[src/rtl/sgpt_pkg.sv]
package sgpt_pkg;
  typedef enum logic [1:0] {
    FLT_NONE   = 2'b00,
    FLT_NOSEG  = 2'b01,
    FLT_BOUNDS = 2'b10,
    FLT_NOPAGE = 2'b11
  } fault_e;

  typedef enum logic [1:0] {
    ST_IDLE = 2'd0,
    ST_READ = 2'd1,
    ST_WAIT = 2'd2
  } xl_state_e;
endpackage

[src/rtl/sgpt_desc_tbl.sv]
module sgpt_desc_tbl #(
  parameter int NSEG  = 16,
  parameter int SEG_W = 4,
  parameter int LEN_W = 17,
  parameter int AW    = 10
) (
  input  logic             clk,
  input  logic             rst_n,
  input  logic             we,
  input  logic [SEG_W-1:0] wseg,
  input  logic             wvalid,
  input  logic [LEN_W-1:0] wlen,
  input  logic [AW-1:0]    wbase,
  input  logic [SEG_W-1:0] rseg,
  output logic             rvalid,
  output logic [LEN_W-1:0] rlen,
  output logic [AW-1:0]    rbase
);
  logic             vld_q  [NSEG];
  logic [LEN_W-1:0] len_q  [NSEG];
  logic [AW-1:0]    base_q [NSEG];

  for (genvar g = 0; g < NSEG; g++) begin : g_ent
    logic hit;
    assign hit = we && (wseg == SEG_W'(g));
    always_ff @(posedge clk or negedge rst_n) begin
      if (!rst_n) begin
        vld_q[g]  <= 1'b0;
        len_q[g]  <= '0;
        base_q[g] <= '0;
      end else if (hit) begin
        vld_q[g]  <= wvalid;
        len_q[g]  <= wlen;
        base_q[g] <= wbase;
      end
    end
  end

  assign rvalid = vld_q[rseg];
  assign rlen   = len_q[rseg];
  assign rbase  = base_q[rseg];

  // a load lands in the addressed entry
  assert_load_lands_R2: assert property (@(posedge clk) disable iff (!rst_n)
    we |=> (vld_q[$past(wseg)] == $past(wvalid)) && (base_q[$past(wseg)] == $past(wbase)));
endmodule

[src/rtl/sgpt_seg_check.sv]
module sgpt_seg_check
  import sgpt_pkg::*;
#(
  parameter int OFF_W = 16,
  parameter int LEN_W = 17
) (
  input  logic             dvalid,
  input  logic [LEN_W-1:0] dlen,
  input  logic [OFF_W-1:0] off,
  output fault_e           fault
);
  function automatic logic inside_seg(input logic [OFF_W-1:0] o, input logic [LEN_W-1:0] l);
    return LEN_W'(o) < l;
  endfunction

  always_comb begin
    if (!dvalid)                fault = FLT_NOSEG;
    else if (!inside_seg(off, dlen)) fault = FLT_BOUNDS;
    else                        fault = FLT_NONE;
  end
endmodule

[src/rtl/sgpt_xlate.sv]
module sgpt_xlate
  import sgpt_pkg::*;
#(
  parameter int NSEG       = 16,
  parameter int OFF_W      = 16,
  parameter int PAGE_BYTES = 1024,
  parameter int PA_W       = 20,
  parameter int PT_AW      = 10,
  parameter int PTE_STRIDE = 2,
  localparam int SEG_W   = $clog2(NSEG),
  localparam int PG_W    = $clog2(PAGE_BYTES),
  localparam int FRAME_W = PA_W - PG_W,
  localparam int LEN_W   = OFF_W + 1,
  localparam int PTE_W   = FRAME_W + 1
) (
  input  logic               clk,
  input  logic               rst_n,
  input  logic               dl_we,
  input  logic [SEG_W-1:0]   dl_seg,
  input  logic               dl_valid,
  input  logic [LEN_W-1:0]   dl_len,
  input  logic [PT_AW-1:0]   dl_ptbase,
  input  logic               req_valid,
  output logic               req_ready,
  input  logic [SEG_W-1:0]   req_seg,
  input  logic [OFF_W-1:0]   req_off,
  output logic               rsp_valid,
  output logic [1:0]         rsp_fault,
  output logic [PA_W-1:0]    rsp_paddr,
  output logic               pt_rd_en,
  output logic [PT_AW-1:0]   pt_rd_addr,
  input  logic [PTE_W-1:0]   pt_rd_data
);
  localparam int IDX_W = OFF_W - PG_W;

  function automatic logic [PT_AW-1:0] entry_addr(input logic [PT_AW-1:0] base,
                                                  input logic [IDX_W-1:0] idx);
    return PT_AW'(int'(base) + int'(idx) * PTE_STRIDE);
  endfunction

  function automatic logic [PA_W-1:0] splice(input logic [FRAME_W-1:0] frame,
                                             input logic [OFF_W-1:0] off);
    return {frame, off[PG_W-1:0]};
  endfunction

  xl_state_e           st;
  logic [OFF_W-1:0]    cur_off;
  logic [PT_AW-1:0]    cur_base;
  logic                rsp_valid_q;
  fault_e              fault_q;
  logic [PA_W-1:0]     paddr_q;

  logic                d_valid;
  logic [LEN_W-1:0]    d_len;
  logic [PT_AW-1:0]    d_base;
  fault_e              chk_fault;

  // named events for the checks
  logic                accept;
  logic                issue_rd;
  logic                pte_present;
  logic [FRAME_W-1:0]  pte_frame;

  sgpt_desc_tbl #(.NSEG(NSEG), .SEG_W(SEG_W), .LEN_W(LEN_W), .AW(PT_AW)) u_tbl (
    .clk(clk), .rst_n(rst_n),
    .we(dl_we), .wseg(dl_seg), .wvalid(dl_valid), .wlen(dl_len), .wbase(dl_ptbase),
    .rseg(req_seg), .rvalid(d_valid), .rlen(d_len), .rbase(d_base)
  );

  sgpt_seg_check #(.OFF_W(OFF_W), .LEN_W(LEN_W)) u_chk (
    .dvalid(d_valid), .dlen(d_len), .off(req_off), .fault(chk_fault)
  );

  assign req_ready   = (st == ST_IDLE);
  assign accept      = req_valid && req_ready;
  assign issue_rd    = (st == ST_READ);
  assign pte_present = pt_rd_data[PTE_W-1];
  assign pte_frame   = pt_rd_data[FRAME_W-1:0];

  assign pt_rd_en   = issue_rd;
  assign pt_rd_addr = entry_addr(cur_base, cur_off[OFF_W-1:PG_W]);
  assign rsp_valid  = rsp_valid_q;
  assign rsp_fault  = fault_q;
  assign rsp_paddr  = paddr_q;

  always_ff @(posedge clk or negedge rst_n) begin
    if (!rst_n) begin
      st          <= ST_IDLE;
      cur_off     <= '0;
      cur_base    <= '0;
      rsp_valid_q <= 1'b0;
      fault_q     <= FLT_NONE;
      paddr_q     <= '0;
    end else begin
      rsp_valid_q <= 1'b0;
      case (st)
        ST_IDLE: if (accept) begin
          cur_off  <= req_off;
          cur_base <= d_base;
          if (chk_fault != FLT_NONE) begin
            rsp_valid_q <= 1'b1;
            fault_q     <= chk_fault;
            paddr_q     <= '0;
          end else begin
            st <= ST_READ;
          end
        end
        ST_READ: st <= ST_WAIT;
        ST_WAIT: begin
          st          <= ST_IDLE;
          rsp_valid_q <= 1'b1;
          if (pte_present) begin
            fault_q <= FLT_NONE;
            paddr_q <= splice(pte_frame, cur_off);
          end else begin
            fault_q <= FLT_NOPAGE;
            paddr_q <= '0;
          end
        end
        default: st <= ST_IDLE;
      endcase
    end
  end

  // R3 (and R2): a failed check never reaches the page table
  assert_no_read_on_fault_R3: assert property (@(posedge clk) disable iff (!rst_n)
    (accept && (chk_fault != FLT_NONE)) |=> !pt_rd_en);
  // one read per translation
  assert_single_read_R4: assert property (@(posedge clk) disable iff (!rst_n)
    pt_rd_en |=> !pt_rd_en);
  // response two cycles after the read
  assert_rsp_after_read_R7: assert property (@(posedge clk) disable iff (!rst_n)
    pt_rd_en |=> ##1 rsp_valid);
  // busy while a read is outstanding
  assert_busy_on_read_R8: assert property (@(posedge clk) disable iff (!rst_n)
    pt_rd_en |-> !req_ready);
  // faulted responses carry no address
  assert_fault_zero_addr_R10: assert property (@(posedge clk) disable iff (!rst_n)
    (rsp_valid && (rsp_fault != 2'b00)) |-> (rsp_paddr == '0));
endmodule

[config.mk]
export PLATFORM = sky130hd
export DESIGN_NAME = sgpt_xlate
export DESIGN_NICKNAME = d
export VERILOG_FILES = /design/src/rtl/sgpt_pkg.sv /design/src/rtl/sgpt_desc_tbl.sv /design/src/rtl/sgpt_seg_check.sv /design/src/rtl/sgpt_xlate.sv
export SDC_FILE = /design/constraint.sdc
export NUM_CORES = 1
export LEC_CHECK = 0
export BUFFER_PORTS_ARGS = -buffer_cell sky130_fd_sc_hd__buf_2
export CORE_ASPECT_RATIO = 1.75
export CORE_MARGIN = 10
export CORE_UTILIZATION = 62
export DETAILED_ROUTE_END_ITERATION = 8
export GPL_TIMING_DRIVEN = 0
export PLACE_DENSITY = 0.83
export SLEW_MARGIN = 0
export SYNTH_ARGS = -nofsm -noshare
export SYNTH_HDL_FRONTEND = slang
export SYNTH_HIERARCHICAL = 1
export SYNTH_SLANG_ARGS = --single-unit
[constraint.sdc]
create_clock -name clk -period 3.8 [get_ports clk]
set_input_delay 0.19 -clock clk [delete_from_list [all_inputs] [get_ports clk]]
set_output_delay 0.19 -clock clk [all_outputs]
set_load 0.005 [all_outputs]
; ---- Yosys cells after proc, flatten, opt, wreduce, memory -nomap -nowiden
; Cells that the tools add are included.
[totals]
word_cells = 127
ff_bits = 499
out_inout_bits = 35
[classes]
order_cmp = 2
n_eq_ne = 20
muxes = 25
n_reduce_logical = 24
bitwise = 1
n_addsub = 1
[ops]
columns = operator, count
row1 = 17-bit binary-select mux with 4-bit select, 1
row2 = 20-bit 2-to-1 mux, 3
row3 = 10-bit binary-select mux with 4-bit select, 1
row4 = 20-bit one-hot mux with 2 select lines, 1
row5 = 17-bit 2-to-1 mux, 2
row6 = 4-bit equality test (second input constant), 8
row7 = 10-bit 2-to-1 mux, 2
row8 = 1-bit logical AND, 17
row9 = 16-bit by 17-bit < comparator with 1-bit output, 1
row10 = 4-bit by 3-bit equality test with 1-bit output (second input constant), 4
row11 = 2-bit 2-to-1 mux, 7
row12 = 10-bit by 7-bit adder with 10-bit output, 1
row13 = 4-bit by 2-bit equality test with 1-bit output (second input constant), 2
row14 = 2-bit one-hot mux with 2 select lines, 2
row15 = 5-bit greater-or-equal comparator (second input constant), 1
row16 = 4-bit inverter with 5-bit output, 1
row17 = 1-bit binary-select mux with 4-bit select, 1
row18 = 4-bit by 1-bit equality test with 1-bit output (second input constant), 1
row19 = 4-bit logical NOT, 1
row20 = 1-bit 2-to-1 mux, 4
row21 = 2-bit by 1-bit inequality test with 1-bit output (second input constant), 2
row22 = 2-bit AND reduction, 2
row23 = 2-bit nonzero test, 2
row24 = 3-bit AND reduction, 1
row25 = 5 further kinds, 5

; ---- Longest topological paths before layout
[depth]
ltp_word = 11
mapped_depth = 17
ltp_nobuf = 13

; ---- Modules after synthesis
; The synthesis kept the hierarchy.
[modules_own_cells]
columns = mod, seq_area_each_um2, cells_per_inst, instances, area_per_inst_um2
row1 = sgpt_desc_tbl, 11210.8, 1222, 1, 20048.0
row2 = sgpt_xlate, 1276.2, 152, 1, 2268.4
row3 = sgpt_seg_check, 0.0, 56, 1, 404.1

; ---- Worst setup path after synthesis
; OpenSTA, ideal clock, no wires.
[synth_timing]
kind = input to register
start = in req_seg[0]
end = reg paddr_q[9] (netlist: rsp_paddr[9])
arrival_time_ps = 3182
required_time_ps = 3734
setup_ps = 66
setup_slack_ps = 552
stages = 17
cell_sequence = buf_2 buf_2 buf_2 mux4_2 a22oi_1 nand2_1 inv_1 ha_1 a21oi_1 nand2_1 a21oi_1 nor2_1 o31a_1 o21a_1 o21bai_2 buf_2 a22o_1
[synth_via]
elab_chain_cells = 10
elab_cells_between_ends = 13
classes_between = order compare (1) / eq/ne (1) / mux (8) / bitwise (1) / reduce/logical (2)
[synth_rtl]
columns = item, line
row1 = start: declaration, sgpt_xlate.sv:25  ; input logic [SEG_W-1:0] req_seg,
row2 = 4-bit inverter with 5-bit output (not written as such), sgpt_desc_tbl.sv:40  ; assign rlen = len_q[rseg];
row3 = 17-bit binary-select mux with 4-bit select, sgpt_desc_tbl.sv:40
row4 = 17-bit 2-to-1 mux (not written as such) (2 in series), sgpt_desc_tbl.sv:40
row5 = via d_len[11], sgpt_xlate.sv:54  ; logic [LEN_W-1:0] d_len;
row6 = 16-bit by 17-bit < comparator with 1-bit output, sgpt_seg_check.sv:13  ; return LEN_W'(o) < l;
row7 = 2-bit 2-to-1 mux, sgpt_seg_check.sv:18  ; else if (!inside_seg(off, dlen)) fault = FLT_BOUNDS;
row8 = 2-bit 2-to-1 mux, sgpt_seg_check.sv:17  ; if (!dvalid) fault = FLT_NOSEG;
row9 = via chk_fault[1], sgpt_xlate.sv:56  ; fault_e chk_fault;
row10 = 2-bit nonzero test, sgpt_xlate.sv:100  ; if (chk_fault != FLT_NONE) begin
row11 = 2-bit by 1-bit inequality test with 1-bit output (no source line), -
row12 = 3-bit AND reduction (no source line), -
row13 = end signal: assignment, sgpt_xlate.sv:114  ; paddr_q <= splice(pte_frame, cur_off);
row14 = end: declaration, sgpt_xlate.sv:51  ; logic [PA_W-1:0] paddr_q;
; The timed path passes the listed nets, and every way through them passes these cells. The select of a mux whose other input is x is not followed.
; A chain may end at the register's enable or synchronous reset.

; ---- Worst setup path after layout
[layout_timing]
start = in req_seg[0]
end = reg paddr_q[10] (netlist: rsp_paddr[10])
; Same word-level chain as after synthesis.

==> out/results.tsv <==
metric	value	unit
status	completed	
clockBufferDepth	3	
drt_iter0_markers	793	
synthMostInstantiatedCell	dfrtp_1	
crit_arrival	4.16	ns
ir_drop	0.000457	V
cts_tree	done	
synth_top_area_share	55.0	%
rows	92	
crit_type	input port to flip-flop	
grt_pass1_wl	86800	um
crit_slowest_cell	mux4_2	
required	4.24	ns
vias	13300	
port_buffers	99	
slew_viol_final	0	
synth_enable_flop_cells	0	
setup_violations	0	
avgRoutedWirePerCell	25.8	um
grtUsageTotal	25.2	%
grt_setup_unrepaired	no	
synth-seq-area-share	55.0	%
gr-total-overflow	0	
synthToLayoutAreaGrowth	13.9	%
ys_types	47	
cellPowerDensity	578	mW/mm2
cts_root_buf	clkbuf_16	
place.gp.congestion	0.857	
first_pass_iters	5	
synth_top_cells_by_count	dfrtp_1, mux2_2, mux4_2, a22oi_1, clkbuf_1	
cp_max_fo	10	
maxCapViolCount	0	
fin_nets	1724	
final_layout_size_suffix_gt1_share	49.8	%
synthTopCellsByArea	dfrtp_1, mux2_2, mux4_2	
viasPerCell	6.23	
core	0.0361	mm2
achievable-frequency	0.268	GHz
synth_nets	1519	
insertion_delay	0.57	ns
synth_area	0.0227	mm2
synth-main-ff-cell	dfrtp_1	
cp_cell_sequence	buf_2 -> buf_2 -> buf_4 -> mux4_2 -> a22oi_1 -> nand2_1 -> inv_1 -> ha_1 -> nand2_1 -> o21ai_1 -> nand3_1 -> a2111oi_2 -> o31a_1 -> o21a_1 -> o21bai_2 -> buf_2 -> a22o_1	
final_antenna_net_count	0	
path_common_cell	buf_2	
initial_core_util	62.9	%
cts.sinks	499	
grt_max_degree	126	
crit_path_max_incr_delay	0.56	ns
place_ws	-0.465	ns
fin_crit	3.73	ns
finalCritPeriodShare	98.1	%
yosysTopAreaCell	dfrtp_1	
dp_hpwl	38200	um
cts_max_level	2	
numCtsBuffers	45	
p_leak	11.5	nW
grt_antenna_before_repair	1	
postSynth.asyncResetShare	100	%
grt_pass1_vias	15100	
worst_slew_pin_slew	0.931	ns
synth_warnings	6	
slew_headroom	37.9	%
final_area	0.0259	mm2
critical_path.startpoint_type	input port	
hp-class	input port to flip-flop	
die_h	273	um
p_total	14.9	mW
worstSetupEndpointType	flip-flop	
postCtsSetupRepairBufs	0	
finalHoldViolations	0	
drt_wl_total	55200	um
fin_skew	0.0283	ns
avgSynthCellArea	15.9	um2
synth-seq-cells	499	
die-area	0.0450	mm2
io_pins	102	
postLayoutSetupSlackWorst	0.0738	ns
synthCells	1430	
die_w	165	um
clk_pin_slew	0.06	ns
post_dp_cell_area	0.0239	mm2
drc	0	
critical path: cells and delay by family:
family	cells	cell delay [ns]
adder cells (fa/ha/maj)	1	0.13
buffers and inverters	5	1.11
AND/OR/NAND/NOR	3	0.40
multiplexers	1	0.56
AO/OA/AOI/OAI	7	1.76
area by class of cell:
class	count	area, um2
tap	470	588
fill	2371	10300
timing repair buffer	158	1170
antenna	1	2.50
buffer	110	633
inverter	19	71.3
sequential	499	12500
multi-input combinational	802	9550
clock inverter	8	72.6
clock buffer	69	1310
sequential cells by signal, summed over array words and instances, names as in the netlist:
name,flops
rsp_paddr,20
u_tbl/len_q,272
st,2
rsp_valid,1
u_tbl/vld_q,16
cur_base,10
rsp_fault,2
u_tbl/base_q,160
cur_off,16
per-stage QoR:
stage	hold WS, ns	setup TNS, ns	util [%]	std cells
2_1_floorplan	-0.106	0	-	1430
3_3_place_gp	0.410	-3436.11	65.9	1999
3_5_place_dp	0.207	-9.73	66.2	2003
4_1_cts	0.0505	0	71.5	2135
5_1_grt	0.0837	0	71.6	2136
6_report	0.0948	0	71.6	2136
kinds of logic after synthesis:
logic type	synth area share, %
buffers and inverters	3.04
and+or+nand+nor	1.99
muxes	35.0
adders and majority gates	1.24
DFF	55.0
AOI/OAI and AO/OA	3.52
xor gates and xnor gates	0.231
power by group:
| group | switching [mW] | total, mW | internal (mW) | leakage [nW] |
|---|---|---|---|---|
| sequential | 0.684 | 7.25 | 6.57 | 6.15 |
| clock | 1.92 | 4.34 | 2.43 | 0.680 |
| combinational | 1.39 | 3.35 | 1.96 | 4.66 |
| total | 3.99 | 14.9 | 11.0 | 11.5 |
layout by cell type, fill, tap and decap left out, drive strengths merged, types with 2 or more instances in the layout:
cell         netlist  final
xnor2              4      4
nand2             37     37
dlygate4sd3        0     55
mux4             112    112
nand3b             3      3
xor2               2      2
nand2b             3      3
a22o              20     20
nor3b              3      3
a221o              3      3
nor2b              6      6
nand4              2      2
ha                21     21
or3                3      3
nand3              4      4
nor2              15     15
buf               64    165
a21oi             10     10
mux2             473    473
o21ai              4      4
a21o               3      3
and2               3      3
clkbuf            46    117
and3               2      2
a22oi             56     56
inv               19     21
clkinv             0      5
dfrtp            499    499
timing repair:
item / CTS / global route
resized for setup: 0 / 13
setup endpoints to repair: 0 / 21
hold buffers: 55 / 0
endpoints found under the hold margin: 262 / 0
final timing paths:
kind                                 start                to  slack (ns)  cells after the start
min                         pt_rd_data[10]      rsp_fault[0]        0.09                      3
max                             req_seg[0]     rsp_paddr[10]        0.07                     17
max in group asynchronous            rst_n  u_tbl/base_q[61]        2.09                      4
max reg2reg                u_tbl/len_q[18]     rsp_paddr[10]        0.18                     14
min in group asynchronous            rst_n        cur_off[2]        0.19                      2
min reg2reg                     cur_off[3]      rsp_paddr[3]        0.50                      1
metal layers:
layer,wire length (um),vias to the layer above,track usage (%)
met2,31000,307,45.9
met4,2820,0,12.5
met5,0,-,0
met1,19600,7138,27.9
li1,-,5722,-
met3,1820,137,3.33
Note: power is estimated with default switching activity, not from simulation.
